**src/rtl/pad_ctl_pkg.sv**
```systemverilog
package pad_ctl_pkg;

  // Configuration word view; bit positions are decoded by the pad logic.
  typedef struct packed {
    logic [3:0] irq_sel;    // 31:28
    logic [1:0] flt_where;  // 27:26
    logic [1:0] buf_mode;   // 25:24
    logic [3:0] term;       // 23:20
    logic [3:0] fn_sel;     // 19:16
    logic       own_gpio;   // 15
    logic [1:0] p_drive;    // 14:13
    logic [1:0] n_slew;     // 12:11
    logic [2:0] dir;        // 10:8
    logic       lite;       // 7
    logic [1:0] n_drive;    // 6:5
    logic [1:0] p_slew;     // 4:3
    logic       flt_kind;   // 2
    logic       tx_level;   // 1
    logic       rx_level;   // 0
  } pad_cfg_t;

  typedef enum logic [2:0] {
    DIR_BOTH = 3'd0,
    DIR_OUT  = 3'd1,
    DIR_IN   = 3'd2,
    DIR_OFF  = 3'd3
  } pad_dir_e;

  typedef enum logic [1:0] {
    BUF_FN      = 2'd0,
    BUF_FN_NORX = 2'd1,
    BUF_FN_RX   = 2'd2,
    BUF_ALL_ON  = 2'd3
  } pad_buf_e;

  localparam int SEL_W   = 4;
  localparam int SEL_N   = 1 << SEL_W;
  localparam int ANA_W   = 12;

endpackage

```
**src/rtl/pad_sync.sv**
```systemverilog
module pad_sync #(
  parameter int STAGES = 2
) (
  input  logic clk,
  input  logic rst_n,
  input  logic din,
  output logic dout
);
  logic [STAGES-1:0] chain_q;
  logic [STAGES-1:0] chain_d;

  always_comb begin
    chain_d = {chain_q[STAGES-2:0], din};
  end

  always_ff @(posedge clk or negedge rst_n) begin
    if (!rst_n) chain_q <= '0;
    else        chain_q <= chain_d;
  end

  assign dout = chain_q[STAGES-1];
endmodule

```
**src/rtl/pad_filter.sv**
```systemverilog
module pad_filter #(
  parameter int GLITCH_CYCLES   = 12,
  parameter int DEBOUNCE_CYCLES = 1024
) (
  input  logic clk,
  input  logic rst_n,
  input  logic din,
  input  logic use_debounce,
  output logic dout
);
  localparam int LONGEST = (DEBOUNCE_CYCLES > GLITCH_CYCLES) ? DEBOUNCE_CYCLES : GLITCH_CYCLES;
  localparam int CW      = $clog2(LONGEST + 1);
  localparam logic [CW-1:0] G_LAST = CW'(GLITCH_CYCLES - 1);
  localparam logic [CW-1:0] D_LAST = CW'(DEBOUNCE_CYCLES - 1);

  logic [CW-1:0] cnt_q, cnt_d, limit;
  logic          lvl_q, lvl_d;
  logic          cnt_en;

  always_comb begin
    limit  = use_debounce ? D_LAST : G_LAST;
    cnt_d  = cnt_q;
    lvl_d  = lvl_q;
    cnt_en = (din != lvl_q) || (cnt_q != '0);
    if (din == lvl_q) begin
      cnt_d = '0;
    end else if (cnt_q >= limit) begin
      lvl_d = din;
      cnt_d = '0;
    end else begin
      cnt_d = cnt_q + 1'b1;
    end
  end

  always_ff @(posedge clk or negedge rst_n) begin
    if (!rst_n) begin
      cnt_q <= '0;
      lvl_q <= 1'b0;
    end else if (cnt_en) begin
      cnt_q <= cnt_d;
      lvl_q <= lvl_d;
    end
  end

  assign dout = lvl_q;
endmodule

```
**src/rtl/pad_owner_mux.sv**
```systemverilog
module pad_owner_mux
  import pad_ctl_pkg::*;
#(
  parameter int NFN = 16
) (
  input  logic             lite,
  input  logic             own_gpio,
  input  logic             tx_level,
  input  logic [2:0]       dir,
  input  logic [SEL_W-1:0] fn_sel,
  input  logic [1:0]       buf_mode,
  input  logic [NFN-1:0]   fn_out,
  input  logic [NFN-1:0]   fn_oe,
  input  logic [NFN-1:0]   fn_ie,
  output logic             pad_out,
  output logic             pad_oe,
  output logic             pad_ie
);
  logic [SEL_N-1:0] out_w, oe_w, ie_w;

  for (genvar i = 0; i < SEL_N; i++) begin : g_fn
    if (i < NFN) begin : g_live
      assign out_w[i] = fn_out[i];
      assign oe_w[i]  = fn_oe[i];
      assign ie_w[i]  = fn_ie[i];
    end else begin : g_tie
      assign out_w[i] = 1'b0;
      assign oe_w[i]  = 1'b0;
      assign ie_w[i]  = 1'b0;
    end
  end

  logic sel_out, sel_oe, sel_ie;

  always_comb begin
    sel_out = out_w[fn_sel];
    sel_oe  = oe_w[fn_sel];
    sel_ie  = ie_w[fn_sel];
    if (lite) begin
      pad_out = out_w[1];
      pad_oe  = oe_w[1];
      pad_ie  = ie_w[1];
    end else if (own_gpio) begin
      pad_out = tx_level;
      unique case (dir)
        DIR_BOTH: begin pad_oe = 1'b1; pad_ie = 1'b1; end
        DIR_OUT:  begin pad_oe = 1'b1; pad_ie = 1'b0; end
        DIR_IN:   begin pad_oe = 1'b0; pad_ie = 1'b1; end
        default:  begin pad_oe = 1'b0; pad_ie = 1'b0; end
      endcase
    end else begin
      pad_out = sel_out;
      unique case (buf_mode)
        BUF_FN:      begin pad_oe = sel_oe; pad_ie = sel_ie; end
        BUF_FN_NORX: begin pad_oe = sel_oe; pad_ie = 1'b0;   end
        BUF_FN_RX:   begin pad_oe = sel_oe; pad_ie = 1'b1;   end
        default:     begin pad_oe = 1'b1;   pad_ie = 1'b1;   end
      endcase
    end
  end
endmodule

```
**src/rtl/pad_irq_steer.sv**
```systemverilog
module pad_irq_steer
  import pad_ctl_pkg::*;
#(
  parameter int NIRQ = 16
) (
  input  logic             clk,
  input  logic             rst_n,
  input  logic             sig,
  input  logic [SEL_W-1:0] sel,
  output logic [NIRQ-1:0]  lines
);
  logic            prev_q;
  logic            edge_seen;
  logic [NIRQ-1:0] lines_q, lines_d, hit;

  always_comb begin
    edge_seen = sig ^ prev_q;
    hit       = '0;
    for (int i = 0; i < NIRQ; i++) begin
      if (SEL_W'(i) == sel) hit[i] = 1'b1;
    end
    lines_d = lines_q ^ hit;
  end

  always_ff @(posedge clk or negedge rst_n) begin
    if (!rst_n) prev_q <= 1'b0;
    else        prev_q <= sig;
  end

  always_ff @(posedge clk or negedge rst_n) begin
    if (!rst_n)         lines_q <= '0;
    else if (edge_seen) lines_q <= lines_d;
  end

  assign lines = lines_q;
endmodule

```
**src/rtl/pad_ctl.sv**
```systemverilog
module pad_ctl
  import pad_ctl_pkg::*;
#(
  parameter int NFN             = 16,
  parameter int GLITCH_CYCLES   = 12,
  parameter int DEBOUNCE_CYCLES = 1024
) (
  input  logic             clk,
  input  logic             rst_n,
  input  logic             cfg_we,
  input  logic [31:0]      cfg_wdata,
  output logic [31:0]      cfg_rdata,
  input  logic             pad_in,
  output logic             pad_out,
  output logic             pad_oe,
  output logic             pad_ie,
  input  logic [NFN-1:0]   fn_out,
  input  logic [NFN-1:0]   fn_oe,
  input  logic [NFN-1:0]   fn_ie,
  output logic             core_rx,
  output logic [15:0]      irq_lines,
  output logic [ANA_W-1:0] ana_cfg
);
  localparam int NIRQ = 16;

  // reset: asserted asynchronously, released on a clock edge
  logic [1:0] rst_pipe_q;
  logic       rst_loc_n;
  always_ff @(posedge clk or negedge rst_n) begin
    if (!rst_n) rst_pipe_q <= 2'b00;
    else        rst_pipe_q <= {rst_pipe_q[0], 1'b1};
  end
  assign rst_loc_n = rst_pipe_q[1];

  // configuration storage (bit 0 is not stored)
  logic [31:1] word_q, word_d;
  always_comb begin
    word_d = cfg_we ? cfg_wdata[31:1] : word_q;
  end
  always_ff @(posedge clk or negedge rst_loc_n) begin
    if (!rst_loc_n)  word_q <= '0;
    else if (cfg_we) word_q <= word_d;
  end

  pad_cfg_t cfg;
  logic     rx_sel;
  assign cfg       = pad_cfg_t'({word_q, rx_sel});
  assign cfg_rdata = cfg;

  // input conditioning
  logic pin_sync, pin_filt;
  logic flt_rx, flt_edge, edge_sel;

  pad_sync #(.STAGES(2)) u_sync (
    .clk  (clk),
    .rst_n(rst_loc_n),
    .din  (pad_in),
    .dout (pin_sync)
  );

  pad_filter #(
    .GLITCH_CYCLES  (GLITCH_CYCLES),
    .DEBOUNCE_CYCLES(DEBOUNCE_CYCLES)
  ) u_filt (
    .clk         (clk),
    .rst_n       (rst_loc_n),
    .din         (pin_sync),
    .use_debounce(cfg.flt_kind),
    .dout        (pin_filt)
  );

  assign flt_rx   = !cfg.lite && cfg.flt_where[1];
  assign flt_edge = !cfg.lite && cfg.flt_where[0];
  assign rx_sel   = flt_rx   ? pin_filt : pin_sync;
  assign edge_sel = flt_edge ? pin_filt : pin_sync;

  // pad ownership
  pad_owner_mux #(.NFN(NFN)) u_mux (
    .lite    (cfg.lite),
    .own_gpio(cfg.own_gpio),
    .tx_level(cfg.tx_level),
    .dir     (cfg.dir),
    .fn_sel  (cfg.fn_sel),
    .buf_mode(cfg.buf_mode),
    .fn_out  (fn_out),
    .fn_oe   (fn_oe),
    .fn_ie   (fn_ie),
    .pad_out (pad_out),
    .pad_oe  (pad_oe),
    .pad_ie  (pad_ie)
  );

  assign core_rx = rx_sel & pad_ie;

  // interrupt steering
  pad_irq_steer #(.NIRQ(NIRQ)) u_irq (
    .clk  (clk),
    .rst_n(rst_loc_n),
    .sig  (edge_sel),
    .sel  (cfg.irq_sel),
    .lines(irq_lines)
  );

  assign ana_cfg = {cfg.term, cfg.p_drive, cfg.n_drive, cfg.p_slew, cfg.n_slew};
endmodule

```
**config.mk**
```make
export PLATFORM = sky130hd
export DESIGN_NAME = pad_ctl
export DESIGN_NICKNAME = d
export VERILOG_FILES = /design/src/rtl/pad_ctl_pkg.sv /design/src/rtl/pad_sync.sv /design/src/rtl/pad_filter.sv /design/src/rtl/pad_owner_mux.sv /design/src/rtl/pad_irq_steer.sv /design/src/rtl/pad_ctl.sv
export SDC_FILE = /design/constraint.sdc
export NUM_CORES = 1
export LEC_CHECK = 0
export CAP_MARGIN = 20
export CORE_MARGIN = 4
export CORE_UTILIZATION = 55
export CTS_BUF_LIST = sky130_fd_sc_hd__clkbuf_2
export DETAILED_ROUTE_END_ITERATION = 16
export DONT_BUFFER_PORTS = 1
export GPL_TIMING_DRIVEN = 0
export HOLD_SLACK_MARGIN = 0.15
export PLACE_DENSITY = 0.7
export SLEW_MARGIN = 0
export SYNTH_ARGS = -nofsm -noshare
export SYNTH_HDL_FRONTEND = slang
export SYNTH_SLANG_ARGS = --single-unit
```
**constraint.sdc**
```tcl
create_clock -name clk -period 5.9 [get_ports clk]
set_input_delay 0.885 -clock clk [delete_from_list [all_inputs] [get_ports clk]]
set_output_delay 0.885 -clock clk [all_outputs]
set_load 0.02 [all_outputs]
```
==> impl_metrics.yaml, run 1 <==
drt:
  vias: 2158
  drc: 0
  firstDrtPassIters: 4
  detail-route-antenna-nets: 0
  wl_per_cell_um: 19.3
  wirelength_um: 7110
  drt_iter0_drc: 91
  post_drt_via_cell_ratio: 5.85
placement:
  pre_cts_slack_ns: 2.72
  hpwlAfterDp_um: 5610
  gp_congestion: 0.854
  port_buffers: 0
critical_path:
  slowest_stage: "dfrtp_1"
  critPathLaunchType: "register"
  critical_path_required_ns: 5.02
  path_class: "reg2out"
  cp.arrival_ns: 2.82
  crit_chain: "buf_1 > mux4_2 > mux4_2 > a2111oi_2 > nor2_1"
  path_common_cell: "mux4_2"
  end_kind: "output pin"
  cpLargestDelayFamily: "multiplexers"
  critPathMaxFanout: 10
  path_buf_inv: 1
  crit_path_max_incr_delay_ns: 0.58
floorplanning:
  coreArea_um2: 5890
  rows: 28
  start_util_pct: 56.7
  die_h_um: 85.9
  die_area_um2: 7370
  ioPinCount: 148
  dieWidth_um: 85.9
final_layout:
  drive_gt1_share_pct: 27.9
  mostFrequentLayoutCells: "dfrtp_1 (63), mux2_2 (31), xor2_1 (23)"
  diodes: 0
  ff_latch_area_um2: 1600
  multi_input_area_um2: 1530
  final_nets: 382
  areaGrowthSynthToFinish_pct: 6.26
  fillers: 473
  final_common_cell: "dfrtp_1"
synth:
  synth_edf_count: 0
  synth_seq_cells: 64
  async_reset_ff_share_pct: 100
  ys_top_cells_by_area: "dfrtp_1 (48%), mux2_2 (10%), mux4_2 (7.4%), xor2_1 (6.0%), buf_4 (4.1%)"
  synth_top_area_share_pct: 48.0
  syn_inst: 276
  avgSynthCellArea_um2: 12.1
  yosys_warnings: 0
  synthesis.area_um2: 3340
  synth_seq_area_share_pct: 48.0
  yosysUniqueCellTypes: 40
  yosysTopAreaCell: "dfrtp_1"
  synthFlopType: "dfrtp_1"
  syn_nets: 369
global_routing:
  grt_overflow: 0
  grt_pass1_vias: 2232
  grt_usage_pct: 20.3
  grt_pass1_wl_um: 11400
  grt_max_degree: 33
  antenna_found_initial: 0
sta:
  finalMaxSlewViolations: 0
  period_share_pct: 62.8
  worst_hold_slack_ns: 0.314
  fin_setup_tns_ns: 0
  finClkSkew_ns: 0.0129
  finalCriticalPeriod_ns: 3.70
  fin_ws_ns: 2.20
  worstMarginPinSlew_ns: 0.698
  setup_viol: 0
  rsz0062_at_grt: "false"
  hold_violations: 0
  relSlewSlack_pct: 53.5
  clock.fmax_mhz: 270
clock_network:
  cts_max_level: 3
  cts_buffers: 9
  clock-sinks: 64
  cts_hold_buf: 1
  cts_setup_buffers: 0
  post_cts_resized: 0
  path_clk_slew_ns: 0.19
  worstSkewPairLatency_ns: 0.48
  cts_tree: "built"
  cts.path.max_buffers: 2
  root_buffer: "clkbuf_2"
power_and_ir_drop:
  vdd_drop_max_mv: 0.204
  powerDensity_nw_per_um2: 321
  leakagePower_nw: 1.56
min_path:
  hold_path.class: "reg2async"
run_status:
  status: "completed"
job:
  cap_violations: 0
==> where the power goes <==
group,switching (mW),total (mW),internal [mW]
clock,0.157,0.208,0.0507
sequential,0.189,0.710,0.522
combinational,0.108,0.221,0.113
total,0.454,1.14,0.686
==> layout make-up <==
| class | count | share of cell area [%] |
|---|---|---|
| inverter | 9 | 0.953 |
| buffer | 26 | 4.73 |
| tap | 75 | 2.65 |
| clock buffer | 9 | 1.27 |
| clock inverter | 7 | 1.09 |
| multi-input combinational | 177 | 43.2 |
| sequential | 64 | 45.2 |
| timing repair buffer | 2 | 0.847 |
==> worst reg2reg max path: cells and delay by family (launching register included) <==
kind	cells	cell delay [ns]
compound gates	4	0.96
flops	1	0.41
simple gates	1	0.34
fa+ha+maj	1	0.30
buf+inv	1	0.21
==> Yosys cell counts, types with 2 or more instances <==
library cell,count
nor2b_1,2
clkbuf_1,3
o211ai_1,2
inv_1,9
buf_1,3
a21oi_1,4
nand2_1,10
nand2b_1,7
mux2i_1,5
or4_1,2
mux4_2,11
xor2_1,23
ha_1,9
nor2_1,17
buf_4,18
dfrtp_1,64
a2111oi_2,2
buf_2,2
a211oi_1,2
nor4_1,7
nand3_1,5
mux2_2,31
o21ai_1,2
nor3_1,11
a2bb2oi_1,2
xnor2_1,3
o21ai_0,7
==> through the flow <==
stage               cell area (µm²)  std cells  power (mW)  util [%]
floorplan                      3340        276       0.886         -
global placement               3430        351       0.936      58.3
detailed placement             3450        352       0.945      58.6
CTS                            3540        369        1.15      60.2
global route                   3540        369        1.21      60.2
finish                         3540        369        1.14      60.2
==> flip-flops by register name (all words and copies together), names as in the netlist <==
register,count
word_q,31
rst_pipe_q,2
u_irq.prev_q,1
u_filt.dout,1
u_irq.lines,16
u_sync.chain_q,2
u_filt.cnt_q,11
==> path summary, 6_finish.rpt <==
| check | cells after the start | slack, ns | to | from |
|---|---|---|---|---|
| max in group asynchronous | 1 | 4.95 | word_q[26] | rst_pipe_q[1] |
| hold reg to reg | 0 | 0.31 | word_q[11] | rst_pipe_q[1] |
| hold / removal | 0 | 0.31 | word_q[11] | rst_pipe_q[1] |
| setup / recovery | 5 | 2.20 | pad_oe | word_q[17] |
| setup reg to reg | 7 | 3.62 | u_filt.cnt_q[0] | word_q[2] |
| min in group clk | 0 | 0.37 | u_sync.chain_q[1] | u_sync.chain_q[0] |
==> layer usage <==
layer	routed length (µm)	global-route usage [%]	vias up
li1	-	-	1002
met1	2480	21.3	1054
met2	3810	34.8	92
met3	715	10.5	10
met4	100	6.91	0
met5	0	0	-
==> logic make-up (layout without fill, tap and decap cells) <==
logic type      after synthesis  after routing  synth area share (%)
fa+ha+maj                     9              9                  3.38
simple gates                 64             64                  9.56
xor+xnor                     26             26                  6.83
other cells                   1              1                 0.112
mux                          48             48                  19.7
buf+inv                      35             53                  6.04
flops                        64             64                  48.0
compound gates               29             29                  6.34
Note: power is estimated with default switching activity, not from simulation.
==> run 2, diff against run 1 <==
- PLACE_DENSITY: 0.7 -> 0.73
- clock period: 5.9 -> 3.2 ns (I/O delays scaled with it)
==> impl_metrics.yaml, run 2 (synthesis gave the netlist of run 1 again) <==
critical_path:
  critical_path_required_ns: 2.72
  regToRegEndpoint: "u_filt.cnt_q[7]"
  r2r-start: "u_filt.cnt_q[0]"
  crit_start: "word_q[16]"
  critPathMaxFanout: 6
  cp.arrival_ns: 2.60
  critPathLaunchType: "register"
  end_kind: "output pin"
  path_class: "reg2out"
  rrSetupSlack_ns: 0.97
  reg2regPathDepth: 6
drt:
  firstDrtPassIters: 4
  post_drt_via_cell_ratio: 5.67
  vias: 2273
  drc: 0
  detail-route-antenna-nets: 0
  wirelength_um: 7530
  drt_iter0_drc: 84
  wl_per_cell_um: 18.8
clock_network:
  path_clk_slew_ns: 0.18
  cts.path.max_buffers: 2
  worstSkewPairLatency_ns: 0.48
  clock-sinks: 64
  cts_max_level: 3
  cts_buffers: 9
  root_buffer: "clkbuf_2"
  cts_tree: "built"
floorplanning:
  coreArea_um2: 5890
  die_h_um: 85.9
  dieWidth_um: 85.9
  ioPinCount: 148
  rows: 28
  die_area_um2: 7370
  start_util_pct: 56.7
final_layout:
  regMostFlops: "word_q"
  largest_reg_flops: 31
  diodes: 0
  drive_gt1_share_pct: 27.9
  final_nets: 414
  final_area_um2: 3920
  mostFrequentLayoutCells: "dfrtp_1 (61), dlygate4sd3_1 (33), mux2_2 (31)"
  final_common_cell: "dfrtp_1"
  areaGrowthSynthToFinish_pct: 17.6
global_routing:
  antenna_found_initial: 0
  grt_pass1_wl_um: 12000
  grt_usage_pct: 21.0
  grt_overflow: 0
  grt_pass1_vias: 2373
  grt_max_degree: 44
power_and_ir_drop:
  vdd_drop_max_mv: 0.376
  leakagePower_nw: 1.72
  finalPower_mw: 2.24
  powerDensity_nw_per_um2: 571
sta:
  period_share_pct: 96.3
  worstMarginPinSlew_ns: 0.591
  setup_viol: 0
  relSlewSlack_pct: 60.6
  hold_violations: 0
  finalMaxSlewViolations: 0
  rsz0062_at_grt: "false"
  clock.fmax_mhz: 325
  worst_hold_slack_ns: 0.203
  finalCriticalPeriod_ns: 3.08
  fin_setup_tns_ns: 0
  finClkSkew_ns: 0.0332
placement:
  postPlaceCellArea_um2: 3450
  gp_congestion: 0.885
  hpwlAfterDp_um: 5610
  port_buffers: 0
job:
  cap_violations: 0
run_status:
  status: "completed"
min_path:
  hold_path.class: "in2async"
[run 2: final cells by class]
type	instances	area (µm²)
fill	452	1960
sequential	64	1610
multi-input combinational	177	1560
timing repair buffer	34	350
buffer	26	173
tap	75	93.8
clock inverter	6	60.1
clock buffer	10	50.0
inverter	9	33.8
[run 2: critical path, stage by stage, from the launching register on]
cell and delay (ns):
dfrtp_2 0.47, buf_4 0.19, mux4_2 0.50, mux4_2 0.48, a2111oi_2 0.34, nor2_2 0.15
[run 2: worst max-delay path by stage]
stage             end  cells after the start
2_1_floorplan  pad_oe                      5
4_1_cts        pad_oe                      5
6_report       pad_oe                      5
3_5_place_dp   pad_oe                      5
5_1_grt        pad_oe                      5
3_3_place_gp   pad_oe                      5
[run 2: power by group]
| part | total (mW) | switching [mW] | leakage, nW | internal, mW |
|---|---|---|---|---|
| Clock | 0.474 | 0.294 | 0.0693 | 0.180 |
| Combinational | 0.456 | 0.216 | 0.871 | 0.240 |
| Sequential | 1.31 | 0.345 | 0.777 | 0.962 |
[run 2: per-layer routing]
layer	GRT usage (%)	part of all wire, %	vias up
met3	7.78	8.4	16
met4	8.20	2.7	0
met5	0	0	-
li1	-	-	1071
met2	36.0	52	99
met1	23.8	37	1087
[run 2: timing repair]
| item | 4_1_cts | 5_1_grt |
|---|---|---|
| hold buffers | 33 | 0 |
| endpoints found under the setup margin | 3 | 4 |
| pin swaps | 0 | 1 |
| endpoints found under the hold margin | 34 | 0 |
| buffers inserted | 0 | 0 |
| gates resized for setup | 3 | 9 |
[run 2: per-stage QoR]
step / util [%] / cells / setup slack (ns)
3_5_place_dp: 58.6 / 352 / 0.468
4_1_cts: 66.2 / 401 / 0.0369
2_1_floorplan: - / 276 / 0.642
3_3_place_gp: 58.3 / 351 / 0.495
6_report: 66.6 / 401 / 0.120
5_1_grt: 66.6 / 401 / 0.0118
==> run 3, diff against run 2 <==
- GPL_TIMING_DRIVEN: 0 -> not set
- SLEW_MARGIN: 0 -> 10
==> impl_metrics.yaml, run 3 (synthesis gave the netlist of run 1 again) <==
final_layout:
  final_nets: 394
  areaGrowthSynthToFinish_pct: 14.3
  drive_gt1_share_pct: 22.9
  diodes: 0
  fillers: 451
  regMostFlops: "word_q"
  mostFrequentLayoutCells: "dfrtp_1 (61), dlygate4sd3_1 (34), mux2_2 (31)"
  largest_reg_flops: 31
  final_common_cell: "dfrtp_1"
drt:
  drc: 0
  detail-route-antenna-nets: 0
  wl_per_cell_um: 20.0
  drt_iter0_drc: 86
  post_drt_via_cell_ratio: 6.03
  vias: 2298
  firstDrtPassIters: 4
  wirelength_um: 7610
sta:
  clock.fmax_mhz: 318
  setup_viol: 0
  fin_setup_tns_ns: 0
  hold_violations: 0
  worstMarginPinSlew_ns: 0.840
  finClkSkew_ns: 0.0302
  finalMaxSlewViolations: 0
  rsz0062_at_grt: "true"
  finalCriticalPeriod_ns: 3.14
  period_share_pct: 98.2
  relSlewSlack_pct: 44.0
power_and_ir_drop:
  finalPower_mw: 2.33
  clkPwrFrac_pct: 25.4
  vdd_drop_max_mv: 0.357
  internal_power_mw: 1.44
  leakagePower_nw: 1.65
  powerDensity_nw_per_um2: 610
  seqPwrFrac_pct: 58.1
  p_switching_mw: 0.883
  p_sw_share_pct: 38.0
  p_comb_share_pct: 16.5
global_routing:
  antenna_found_initial: 0
  grt_max_degree: 40
  grt_overflow: 0
  grt_pass1_wl_um: 12200
  grt_pass1_vias: 2413
  grt_usage_pct: 21.5
floorplanning:
  die_area_um2: 7370
  start_util_pct: 56.7
  coreArea_um2: 5890
  dieWidth_um: 85.9
  die_h_um: 85.9
  rows: 28
  ioPinCount: 148
clock_network:
  path_clk_slew_ns: 0.21
  worstSkewPairLatency_ns: 0.48
  root_buffer: "clkbuf_2"
  clock-sinks: 64
  cts_max_level: 3
  cts_buffers: 9
  cts_tree: "built"
  cts.path.max_buffers: 2
  cts_setup_buffers: 0
critical_path:
  reg2regPathDepth: 7
  end_kind: "output pin"
  r2r-start: "word_q[2]"
  cp.arrival_ns: 2.66
  setup.worst_path.end: "core_rx"
  rrSetupSlack_ns: 0.78
  critPathLaunchType: "register"
  path_class: "reg2out"
  critPathMaxFanout: 7
  crit_start: "word_q[16]"
  critical_path_required_ns: 2.72
  regToRegEndpoint: "u_filt.cnt_q[0]"
placement:
  hpwlAfterDp_um: 5480
  gp_congestion: 0.850
  port_buffers: 0
min_path:
  min_from: "cfg_we"
  hold_path.class: "in2reg"
run_status:
  status: "completed"
job:
  cap_violations: 0
==> run 3: changes by cell type in the layout (fill, tap and decap cells not counted), sizes merged <==
cell,delta
clkinv,-3
clkbuf,-4
bufinv,+1
dlygate4sd3,+1
buf,-18
inv,+3
==> run 3: layer usage <==
layer	global-route usage, %	vias to the layer above	share of wire [%]
met2	37.8	105	54
met5	0	-	0
met3	8.65	15	8.4
li1	-	1033	-
met1	23.3	1145	36
met4	7.19	0	1.9
==> run 3: worst max-delay path: stages, from the launching register on <==
cell       delay (ns)
dfrtp_2          0.56
buf_4            0.20
mux4_2           0.32
inv_1            0.04
a2111oi_0        0.49
o31ai_1          0.16
a21oi_1          0.42
==> run 3: area by class of cell <==
| cell class | instances | area [µm²] | share of cell area (%) |
|---|---|---|---|
| clock inverters | 7 | 103 | 2.69 |
| clock buffers | 9 | 45.0 | 1.18 |
| flip-flops and latches | 64 | 1610 | 42.1 |
| inverters | 9 | 33.8 | 0.886 |
| repair buffers | 40 | 398 | 10.4 |
| multi-input cells | 177 | 1530 | 40.2 |
| well taps | 75 | 93.8 | 2.46 |
==> run 3: power by group through the flow <==
stage	sequential, mW	combinational, mW	clock, mW
floorplan	1.28	0.352	0
global placement	1.36	0.324	0
detailed placement	1.37	0.341	0
CTS	1.36	0.387	0.607
global route	1.38	0.425	0.639
finish	1.35	0.385	0.590
==> run 3: timing repair <==
action / in CTS / in global routing
gates resized for setup: 1 / 1
hold buffers: 35 / 0
endpoints found under the setup margin: 3 / 3
hold endpoints to repair: 34 / 0
pin swaps: 0 / 0
==> run 3: metrics by stage <==
step | area (µm²) | util [%] | hold slack [ns] | cells | setup slack (ns)
2_1_floorplan | 3340 | - | 0.184 | 276 | 0.642
3_3_place_gp | 3300 | 56.1 | 0.184 | 330 | 0.588
3_5_place_dp | 3300 | 56.1 | 0.184 | 330 | 0.553
4_1_cts | 3810 | 64.7 | 0.262 | 381 | 0.0445
5_1_grt | 3810 | 64.8 | 0.276 | 381 | -0.0949
6_report | 3810 | 64.8 | 0.305 | 381 | 0.0590
==> run 3: worst min-delay path by stage <==
stage	end	slack, ns	cells after the start
4_1_cts	word_q[7]	0.26	2
3_5_place_dp	rst_pipe_q[0]	0.18	0
6_report	word_q[7]	0.31	2
3_3_place_gp	rst_pipe_q[0]	0.18	0
5_1_grt	word_q[7]	0.28	2
2_1_floorplan	rst_pipe_q[0]	0.18	0
